--- src/rtl/rtc_pkg.sv ---
package rtc_pkg;

    localparam int ADDR_W = 16;
    localparam int DATA_W = 8;
    localparam int RGN_W  = 3;

    localparam logic [RGN_W-1:0] RGN_ENABLE = 3'b000;
    localparam logic [RGN_W-1:0] RGN_SELECT = 3'b010;
    localparam logic [RGN_W-1:0] RGN_LATCH  = 3'b011;
    localparam logic [RGN_W-1:0] RGN_WINDOW = 3'b101;

    localparam logic [DATA_W-1:0] KEY_OPEN   = 8'h0A;
    localparam logic [DATA_W-1:0] LATCH_ARM  = 8'h00;
    localparam logic [DATA_W-1:0] LATCH_FIRE = 8'h01;
    localparam logic [DATA_W-1:0] BUS_IDLE   = 8'hFF;

    localparam logic [DATA_W-1:0] SEL_SEC = 8'h08;
    localparam logic [DATA_W-1:0] SEL_MIN = 8'h09;
    localparam logic [DATA_W-1:0] SEL_HR  = 8'h0A;
    localparam logic [DATA_W-1:0] SEL_DLO = 8'h0B;
    localparam logic [DATA_W-1:0] SEL_DHI = 8'h0C;

    localparam int SEC_W = 6;
    localparam int MIN_W = 6;
    localparam int HR_W  = 5;
    localparam int DAY_W = 9;

    typedef struct packed {
        logic [SEC_W-1:0] sec;
        logic [MIN_W-1:0] min;
        logic [HR_W-1:0]  hr;
        logic [DAY_W-1:0] day;
        logic             halt;
        logic             carry;
    } rtc_time_t;

    typedef enum logic [2:0] {
        REG_SEC,
        REG_MIN,
        REG_HR,
        REG_DLO,
        REG_DHI,
        REG_NONE
    } reg_idx_t;

    typedef enum logic {
        LATCH_IDLE,
        LATCH_ARMED
    } latch_state_t;

endpackage

--- src/rtl/rtc_counters.sv ---
module rtc_counters
    import rtc_pkg::*;
#(
    parameter int SUBTICKS = 1
) (
    input  logic              clk,
    input  logic              rst,
    input  logic              osc_tick,
    input  logic              rtc_wr,
    input  reg_idx_t          rtc_idx,
    input  logic [DATA_W-1:0] wdata,
    output rtc_time_t         live
);

    localparam int PRE_W = (SUBTICKS > 1) ? $clog2(SUBTICKS) : 1;

    logic tick_ok;
    logic sec_pulse;
    logic sec_wrap, min_wrap, hr_wrap, day_wrap;

    assign tick_ok  = osc_tick && !live.halt && !rtc_wr;
    assign sec_wrap = (live.sec == SEC_W'(59));
    assign min_wrap = (live.min == MIN_W'(59));
    assign hr_wrap  = (live.hr  == HR_W'(23));
    assign day_wrap = (live.day == {DAY_W{1'b1}});

    generate
        if (SUBTICKS > 1) begin : g_prescale
            localparam logic [PRE_W-1:0] PRE_LAST = PRE_W'(SUBTICKS - 1);
            logic [PRE_W-1:0] pre_q;
            always_ff @(posedge clk) begin
                if (rst) begin
                    pre_q <= '0;
                end else if (rtc_wr && rtc_idx == REG_SEC) begin
                    pre_q <= '0;
                end else if (tick_ok) begin
                    pre_q <= (pre_q == PRE_LAST) ? '0 : pre_q + PRE_W'(1);
                end
            end
            assign sec_pulse = tick_ok && (pre_q == PRE_LAST);
        end else begin : g_direct
            assign sec_pulse = tick_ok;
        end
    endgenerate

    always_ff @(posedge clk) begin
        if (rst) begin
            live <= '0;
        end else if (rtc_wr) begin
            unique case (rtc_idx)
                REG_SEC: live.sec <= wdata[SEC_W-1:0];
                REG_MIN: live.min <= wdata[MIN_W-1:0];
                REG_HR:  live.hr  <= wdata[HR_W-1:0];
                REG_DLO: live.day[7:0] <= wdata;
                REG_DHI: begin
                    live.day[8] <= wdata[0];
                    live.halt   <= wdata[6];
                    live.carry  <= wdata[7];
                end
                default: ;
            endcase
        end else if (sec_pulse) begin
            if (!sec_wrap) begin
                live.sec <= live.sec + SEC_W'(1);
            end else begin
                live.sec <= '0;
                if (!min_wrap) begin
                    live.min <= live.min + MIN_W'(1);
                end else begin
                    live.min <= '0;
                    if (!hr_wrap) begin
                        live.hr <= live.hr + HR_W'(1);
                    end else begin
                        live.hr  <= '0;
                        live.day <= live.day + DAY_W'(1);
                        if (day_wrap) live.carry <= 1'b1;
                    end
                end
            end
        end
    end

    // the seconds field wraps from 59 to 0
    a_r3_sec_wrap: assert property (@(posedge clk) disable iff (rst)
        sec_pulse && live.sec == SEC_W'(59) |=> live.sec == '0);

    // carry only clears through a write of the control register
    a_r4_carry_sticky: assert property (@(posedge clk) disable iff (rst)
        live.carry && !(rtc_wr && rtc_idx == REG_DHI) |=> live.carry);

    // a halted clock does not move without a write
    a_r5_halt_freeze: assert property (@(posedge clk) disable iff (rst)
        live.halt && !rtc_wr |=> $stable(live));

    // a minutes write lands in the live counter
    a_r8_write_wins: assert property (@(posedge clk) disable iff (rst)
        rtc_wr && rtc_idx == REG_MIN |=> live.min == $past(wdata[MIN_W-1:0]));

endmodule

--- src/rtl/rtc_latch_fsm.sv ---
module rtc_latch_fsm
    import rtc_pkg::*;
(
    input  logic              clk,
    input  logic              rst,
    input  logic              latch_wr,
    input  logic [DATA_W-1:0] wdata,
    input  rtc_time_t         live,
    output rtc_time_t         shadow
);

    latch_state_t state_q, state_d;
    logic         fire;

    always_ff @(posedge clk) begin
        if (rst) state_q <= LATCH_IDLE;
        else     state_q <= state_d;
    end

    always_comb begin
        state_d = state_q;
        fire    = 1'b0;
        if (latch_wr) begin
            unique case (state_q)
                LATCH_IDLE: begin
                    if (wdata == LATCH_ARM) state_d = LATCH_ARMED;
                end
                LATCH_ARMED: begin
                    if (wdata == LATCH_FIRE) begin
                        fire    = 1'b1;
                        state_d = LATCH_IDLE;
                    end else if (wdata != LATCH_ARM) begin
                        state_d = LATCH_IDLE;
                    end
                end
                default: state_d = LATCH_IDLE;
            endcase
        end
    end

    always_ff @(posedge clk) begin
        if (rst)       shadow <= '0;
        else if (fire) shadow <= live;
    end

    // a firing write copies the counters of that cycle
    a_r7_latch_copy: assert property (@(posedge clk) disable iff (rst)
        fire |=> shadow == $past(live));

    // without a firing write the shadow holds
    a_r7_shadow_hold: assert property (@(posedge clk) disable iff (rst)
        !fire |=> $stable(shadow));

endmodule

--- src/rtl/rtc_regif.sv ---
module rtc_regif
    import rtc_pkg::*;
(
    input  logic              clk,
    input  logic              rst,
    input  logic              bus_we,
    input  logic [ADDR_W-1:0] bus_addr,
    input  logic [DATA_W-1:0] bus_wdata,
    input  rtc_time_t         shadow,
    output logic              rtc_wr,
    output reg_idx_t          rtc_idx,
    output logic              latch_wr,
    output logic [DATA_W-1:0] bus_rdata
);

    logic [RGN_W-1:0]  rgn;
    logic              in_window;
    logic              open_q;
    logic [DATA_W-1:0] sel_q;
    logic [ADDR_W-RGN_W-1:0] unused_addr;

    assign rgn         = bus_addr[ADDR_W-1:ADDR_W-RGN_W];
    assign unused_addr = bus_addr[ADDR_W-RGN_W-1:0];
    assign in_window   = (rgn == RGN_WINDOW);
    assign latch_wr    = bus_we && (rgn == RGN_LATCH);

    always_ff @(posedge clk) begin
        if (rst) begin
            open_q <= 1'b0;
            sel_q  <= '0;
        end else if (bus_we) begin
            if (rgn == RGN_ENABLE) open_q <= (bus_wdata == KEY_OPEN);
            if (rgn == RGN_SELECT) sel_q  <= bus_wdata;
        end
    end

    always_comb begin
        unique case (sel_q)
            SEL_SEC: rtc_idx = REG_SEC;
            SEL_MIN: rtc_idx = REG_MIN;
            SEL_HR:  rtc_idx = REG_HR;
            SEL_DLO: rtc_idx = REG_DLO;
            SEL_DHI: rtc_idx = REG_DHI;
            default: rtc_idx = REG_NONE;
        endcase
    end

    assign rtc_wr = bus_we && in_window && open_q && (rtc_idx != REG_NONE);

    always_comb begin
        bus_rdata = BUS_IDLE;
        if (in_window && open_q) begin
            unique case (rtc_idx)
                REG_SEC: bus_rdata = DATA_W'(shadow.sec);
                REG_MIN: bus_rdata = DATA_W'(shadow.min);
                REG_HR:  bus_rdata = DATA_W'(shadow.hr);
                REG_DLO: bus_rdata = shadow.day[7:0];
                REG_DHI: bus_rdata = {shadow.carry, shadow.halt, 5'b0, shadow.day[8]};
                default: bus_rdata = BUS_IDLE;
            endcase
        end
    end

    // a closed clock presents idle data in the window
    a_r2_closed_idle: assert property (@(posedge clk) disable iff (rst)
        !open_q && in_window |-> bus_rdata == BUS_IDLE);

    // a select value outside the clock set presents idle data
    a_r6_unmapped_idle: assert property (@(posedge clk) disable iff (rst)
        in_window && (sel_q < SEL_SEC || sel_q > SEL_DHI) |-> bus_rdata == BUS_IDLE);

    // the unused control bits read as zero
    a_r9_dhi_zero: assert property (@(posedge clk) disable iff (rst)
        in_window && open_q && sel_q == SEL_DHI |-> bus_rdata[5:1] == 5'b0);

endmodule

--- src/rtl/cart_rtc.sv ---
module cart_rtc
    import rtc_pkg::*;
#(
    parameter int SUBTICKS = 1
) (
    input  logic              clk,
    input  logic              rst,
    input  logic              osc_tick,
    input  logic              bus_we,
    input  logic [ADDR_W-1:0] bus_addr,
    input  logic [DATA_W-1:0] bus_wdata,
    output logic [DATA_W-1:0] bus_rdata
);

    rtc_time_t live, shadow;
    logic      rtc_wr, latch_wr;
    reg_idx_t  rtc_idx;

    rtc_regif u_regif (
        .clk       (clk),
        .rst       (rst),
        .bus_we    (bus_we),
        .bus_addr  (bus_addr),
        .bus_wdata (bus_wdata),
        .shadow    (shadow),
        .rtc_wr    (rtc_wr),
        .rtc_idx   (rtc_idx),
        .latch_wr  (latch_wr),
        .bus_rdata (bus_rdata)
    );

    rtc_counters #(.SUBTICKS(SUBTICKS)) u_counters (
        .clk      (clk),
        .rst      (rst),
        .osc_tick (osc_tick),
        .rtc_wr   (rtc_wr),
        .rtc_idx  (rtc_idx),
        .wdata    (bus_wdata),
        .live     (live)
    );

    rtc_latch_fsm u_latch (
        .clk      (clk),
        .rst      (rst),
        .latch_wr (latch_wr),
        .wdata    (bus_wdata),
        .live     (live),
        .shadow   (shadow)
    );

endmodule

--- config.mk ---
export PLATFORM = sky130hd
export DESIGN_NAME = cart_rtc
export DESIGN_NICKNAME = d
export VERILOG_FILES = /design/src/rtl/rtc_pkg.sv /design/src/rtl/rtc_counters.sv /design/src/rtl/rtc_latch_fsm.sv /design/src/rtl/rtc_regif.sv /design/src/rtl/cart_rtc.sv
export SDC_FILE = /design/constraint.sdc
export NUM_CORES = 1
export LEC_CHECK = 0
export BUFFER_PORTS_ARGS = -buffer_cell sky130_fd_sc_hd__buf_2
export CAP_MARGIN = 20
export CORE_MARGIN = 2
export CORE_UTILIZATION = 37
export DETAILED_ROUTE_END_ITERATION = 6
export SLEW_MARGIN = 20
export SYNTH_ARGS = -nofsm -noshare
export SYNTH_HDL_FRONTEND = slang
export SYNTH_SLANG_ARGS = --single-unit
--- constraint.sdc ---
create_clock -name clk -period 6.5 [get_ports clk]
set_input_delay 1.3 -clock clk [delete_from_list [all_inputs] [get_ports clk]]
set_output_delay 1.3 -clock clk [all_outputs]
set_load 0.1 [all_outputs]
After elaboration in Yosys (flattened, before gate mapping)
Cells that the tools add are included.
{"block": "op_classes", "shift": 0, "bitwise": 1, "add_sub_neg": 4, "n_reduce_logical": 27, "mul": 0, "magnitude_cmp": 0, "div": 0, "eq_ne": 24, "mux": 30}
{"op": "2-to-1 mux 26 bit", "n": 2}
{"op": "equality test 8 x 4 -> 1 bit, second input constant", "n": 6}
{"op": "one-hot mux 8 bit (5 select lines)", "n": 1}
{"op": "2-to-1 mux 6 bit", "n": 4}
{"op": "2-to-1 mux 20 bit", "n": 1}
{"op": "2-to-1 mux 8 bit", "n": 2}
{"op": "one-hot mux 3 bit (5 select lines)", "n": 1}
{"op": "2-to-1 mux 1 bit", "n": 14}
{"op": "2-to-1 mux 14 bit", "n": 1}
{"op": "adder 6 x 1 -> 6 bit, second input constant", "n": 2}
{"op": "equality test 3 x 2 -> 1 bit, second input constant", "n": 4}
{"op": "equality test 6 bit, second input constant", "n": 2}
{"op": "2-to-1 mux 5 bit", "n": 2}
{"op": "!= test 2 bit, second input constant", "n": 5}
{"op": "AND reduction 5 bit", "n": 2}
{"op": "nonzero test 2 bit", "n": 5}
{"op": "adder 9 x 1 -> 9 bit, second input constant", "n": 1}
{"op": "equality test 9 bit, second input constant", "n": 1}
{"op": "2-to-1 mux 9 bit", "n": 1}
{"op": "equality test 8 x 1 -> 1 bit, second input constant", "n": 1}
{"op": "zero test 8 bit", "n": 1}
{"op": "AND reduction 2 bit", "n": 4}
{"op": "nonzero test 8 bit", "n": 1}
{"op": "logical AND 1 bit", "n": 7}
{"op": "12 further kinds", "n": 15}
{"block": "word_totals", "n_memories": 0, "out_inout_bits": 8, "latch_bits": 0, "mem_bits_rw": 0, "inputBits": 28, "elab_cells": 102, "ff_bits": 66, "romBits": 0}

Longest topological paths before layout
{"block": "depth", "word_depth": 8, "mapped_depth": 8, "ltp_nobuf": 6}

Modules after synthesis
Synthesis repeated with hierarchy kept, for this count alone.
{"block": "unflattened", "hier_cells": 434, "area_unflattened_um2": 3922.5}
{"module": "rtc_counters", "area_per_inst_um2": 1798.0, "instances": 1, "cells_per_inst": 216, "seq_area_each_um2": 560.5}
{"module": "rtc_latch_fsm", "area_per_inst_um2": 1368.8, "instances": 1, "cells_per_inst": 128, "seq_area_each_um2": 580.6}
{"module": "rtc_regif", "area_per_inst_um2": 755.7, "instances": 1, "cells_per_inst": 90, "seq_area_each_um2": 180.2}

Worst setup path after synthesis
No wires, ideal clock.
{"block": "synth_timing", "path_type": "input port to output port", "from": "input port bus_addr[14]", "to": "output port bus_rdata[1]", "t_required_ns": 5.200, "t_arrival_ns": 2.654, "path_buffers": 1, "path_stages": 5, "slack_ns": 2.546, "cell_sequence": "and4b_1 -> buf_2 -> nand3_1 -> a221oi_1 -> nand2_1"}
{"block": "synth_via", "elab_chain_len": 3}
{"element": "start, declared", "line_no": "cart_rtc.sv:10", "source": "input logic [ADDR_W-1:0] bus_addr,"}
{"element": "equality test 3 bit", "line_no": "rtc_regif.sv:24", "source": "assign in_window = (rgn == RGN_WINDOW);"}
{"element": "logical AND 1 bit", "line_no": "rtc_regif.sv:52", "source": "if (in_window && open_q) begin"}
{"element": "2-to-1 mux 8 bit", "line_no": "rtc_regif.sv:52"}
{"element": "end, declared", "line_no": "cart_rtc.sv:12", "source": "output logic [DATA_W-1:0] bus_rdata"}
No other way between the ends.

Worst setup path after layout
{"block": "layout_timing", "from": "input port bus_addr[14]", "to": "output port bus_rdata[5]"}
The elaborated chain is that of the path after synthesis.

==> key figures <==
Status
  – Status: completed

Global route
  – All-layer global routing usage: 0.199
  – First-pass GRT wire length: 16000 um
  – Antenna violations before repair: 0
  – Largest net degree at the start of global routing: 65
  – GRT overflow: 0
  – Vias in the first global route: 2944

Logic synthesis
  – Mapped Nets: ~440
  – Synth Instances: 409
  – Cell type with the largest total area after synthesis: dfxtp_1
  – Ys async rst share: 0
  – Primary FF master, synth: dfxtp_1
  – Post-synth top area share: 0.362
  – Avg Synthesized Cell Area: 8.91 sq um
  – Area contributors post-synth: dfxtp_1 (36%), mux2i_1 (12%), nor2_1 (5.8%)
  – Synth Register Bits: 66
  – Warnings from Yosys: 0
  – Post-Syn Area: roughly 0.0036 sq mm
  – Sequential-to-total area share from yosys stat: 0.362
  – Unique cell type count in the Yosys netlist: 67
  – Post-synth EDFFs: 0

Timing
  – Final worst path period share: 0.676
  – Clock skew: 0.0101 ns
  – Hold Fails Final Rpt: 0
  – Final setup viols: 0
  – Setup TNS: 0 ns
  – Fin. max-slew vios: 0
  – Worst hold slack: about 0.50 ns
  – RSZ-0062 raised after global routing: false
  – Worst slew pin tran: 0.944 ns
  – Slew headroom: 0.365
  – PnR worst setup slack: around 2.1 ns
  – F_max: 0.228 GHz
  – Minimum clock period: roughly 4.4 ns

Setup path
  – Worst Setup Start Kind: input port
  – Critical path's top delay family: simple AND/OR/NAND/NOR gates
  – WS Path Type: in2out
  – Worst path slowest cell: a221oi_1
  – Critical Path AT: 3.09 ns
  – CP Data Required Time: 5.20 ns
  – CP endpoint kind: output port
  – CP Buf/Inv Count: 2
  – Crit path top cell by count: buf_2
  – CP max FO: 8
  – Crit-path cells: buf_2 -> and4b_1 -> nand3_1 -> a221oi_1 -> nand2_1 -> buf_2
  – CP max stage delay: roughly 0.48 ns

CTS
  – Cts bufs inserted: 9
  – Post-CTS setup buffer count: 0
  – CTS resizes: 0
  – CTS Root Cell: clkbuf_8
  – H-tree depth: 3
  – Clk buf depth: 2
  – Worst-path clk slew: 0.07 ns
  – TritonCTS clock tree: done
  – Clk_lat worst skew: around 0.35 ns
  – Post-CTS Hold Buffers: 0
  – Sink Count: 66

Flow run
  – Max-cap violations: 0

Place
  – DP Worst Slack: 2.12 ns
  – Final HPWL DP: 6980 um
  – Port Buf Inserts: 22
  – Routability congestion estimate: 0.887

Power
  – Peak supply drop: approximately 140 uV
  – Power Dens Cells: 218 mW/mm^2
  – Pleak: 1.38 nW

Drt
  – DRT antenna net count: 0
  – Initial DRC count: 240
  – Total Wirelength: 10100 um
  – Via-to-Cell Ratio: 5.83
  – DRC Markers: 0
  – Vias post-DR: 3234
  – DR pass1 iterations: 5
  – Drt wl/cell: about 18 um

Floorplanning
  – Initial Util: 0.376
  – Core area: 0.00968 sq mm
  – Die Span X: 103 um
  – Chip height: 103 um
  – Die Area: roughly 0.011 sq mm
  – Io pins: 36
  – Rows: 36

Final layout
  – N_diodes: 0
  – # nets final: 450
  – Layout cells sized above 1: 0.142
  – P&R area growth vs syn: 10.6%

Min path
  – HP Class: reg2reg
-- sequential cells by signal, indices dropped and copies added, names as in the netlist --
register         flops
u_latch.state_q      1
u_regif.sel_q        8
u_regif.open_q       1
u_counters.live     28
u_latch.shadow      28
-- Yosys cell counts (all sizes together), types with 2 or more instances --
| library cell | number |
|---|---|
| and2 | 7 |
| o311a | 2 |
| a311oi | 6 |
| a221oi | 8 |
| a31oi | 7 |
| clkbuf | 19 |
| nor2 | 56 |
| or3 | 5 |
| and2b | 2 |
| a221o | 2 |
| a211oi | 5 |
| nand3 | 9 |
| nor4bb | 2 |
| nand4 | 7 |
| a31o | 2 |
| dfxtp | 66 |
| o211a | 2 |
| a22oi | 7 |
| nand3b | 3 |
| nor4b | 4 |
| nor4 | 7 |
| o211ai | 4 |
| nor3 | 14 |
| nand2 | 31 |
| or4 | 3 |
| o21ai | 11 |
| and3 | 6 |
| and4b | 4 |
| nand2b | 3 |
| and4 | 4 |
| inv | 4 |
| nand4b | 4 |
| a21o | 2 |
| a21oi | 16 |
| ha | 5 |
| mux2i | 43 |
| buf | 9 |
-- cell usage in the layout, fill, tap and decap left out, types with 4 or more instances in the layout --
| cell type | instances |
|---|---|
| dfxtp_1 | 66 |
| nor2_1 | 56 |
| mux2i_1 | 42 |
| nand2_1 | 31 |
| buf_2 | 22 |
| a21oi_1 | 16 |
| nor3_1 | 14 |
| clkbuf_8 | 11 |
| o21ai_0 | 10 |
| nand3_1 | 9 |
| a221oi_1 | 8 |
| a22oi_1 | 7 |
| nand4_1 | 7 |
| a31oi_1 | 7 |
| and2_1 | 6 |
| a311oi_1 | 6 |
| or3_1 | 5 |
| and3_1 | 5 |
| a211oi_1 | 5 |
| ha_1 | 5 |
| and4_1 | 4 |
| nand4b_1 | 4 |
| o211ai_1 | 4 |
| inv_1 | 4 |
-- final timing paths --
kind	startpoint	end	slack [ns]	cells past startpoint
min	u_latch.shadow[1]	u_latch.shadow[1]	0.50	2
max reg2reg	u_regif.sel_q[1]	u_counters.live[13]	3.70	5
max	bus_addr[14]	bus_rdata[5]	2.11	6
min reg2reg	u_latch.shadow[1]	u_latch.shadow[1]	0.50	2
-- stage by stage --
| step | instances | power (mW) | instance area [sq um] | util |
|---|---|---|---|---|
| floorplan | 409 | 0.439 | 3650 | - |
| global placement | 539 | 0.453 | 3770 | 0.389 |
| detailed placement | 539 | 0.453 | 3770 | 0.389 |
| CTS | 555 | 0.886 | 4020 | 0.415 |
| global route | 555 | 0.909 | 4030 | 0.416 |
| finish | 555 | 0.878 | 4030 | 0.416 |
-- worst register-to-register path, cell delays in order, from the launching register on --
cell and delay [ns]:
dfxtp_1 0.40, o21ai_0 0.54, nand4_1 0.87, mux2i_4 0.56, inv_1 0.10, o32ai_2 0.26
-- metal layers --
metal | vias up | GRT usage | wire, um
met2 | 96 | 0.312 | 4650
met3 | 12 | 0.0417 | 621
met1 | 1566 | 0.278 | 4730
met4 | 0 | 0.0567 | 92
li1 | 1560 | - | -
met5 | - | 0 | 0
-- power by group --
| part | internal, mW | switching (mW) |
|---|---|---|
| clock | 0.275 | 0.160 |
| combinational | 0.0110 | 0.0229 |
| sequential | 0.406 | 0.00403 |
| total | 0.692 | 0.187 |
-- cell type report --
type / count / area, sq um
flip-flops and latches: 66 / 1320
inverters: 4 / 15.0
fillers: 1000 / 5650
well taps: 133 / 166
multi-input cells: 311 / 2140
clock buffers: 11 / 151
clock inverters: 5 / 100
repair buffers: 25 / 133
-- logic make-up after synthesis --
logic type | count (synthesis) | synth area share
DFF | 66 | 0.362
adders and majority gates | 5 | 0.0172
and+or+nand+nor | 177 | 0.269
xor gates and xnor gates | 1 | 0.00240
buffers and inverters | 32 | 0.0570
AOI/OAI and AO/OA | 85 | 0.171
muxes | 43 | 0.121
Note: power is estimated with default switching activity, not from simulation.
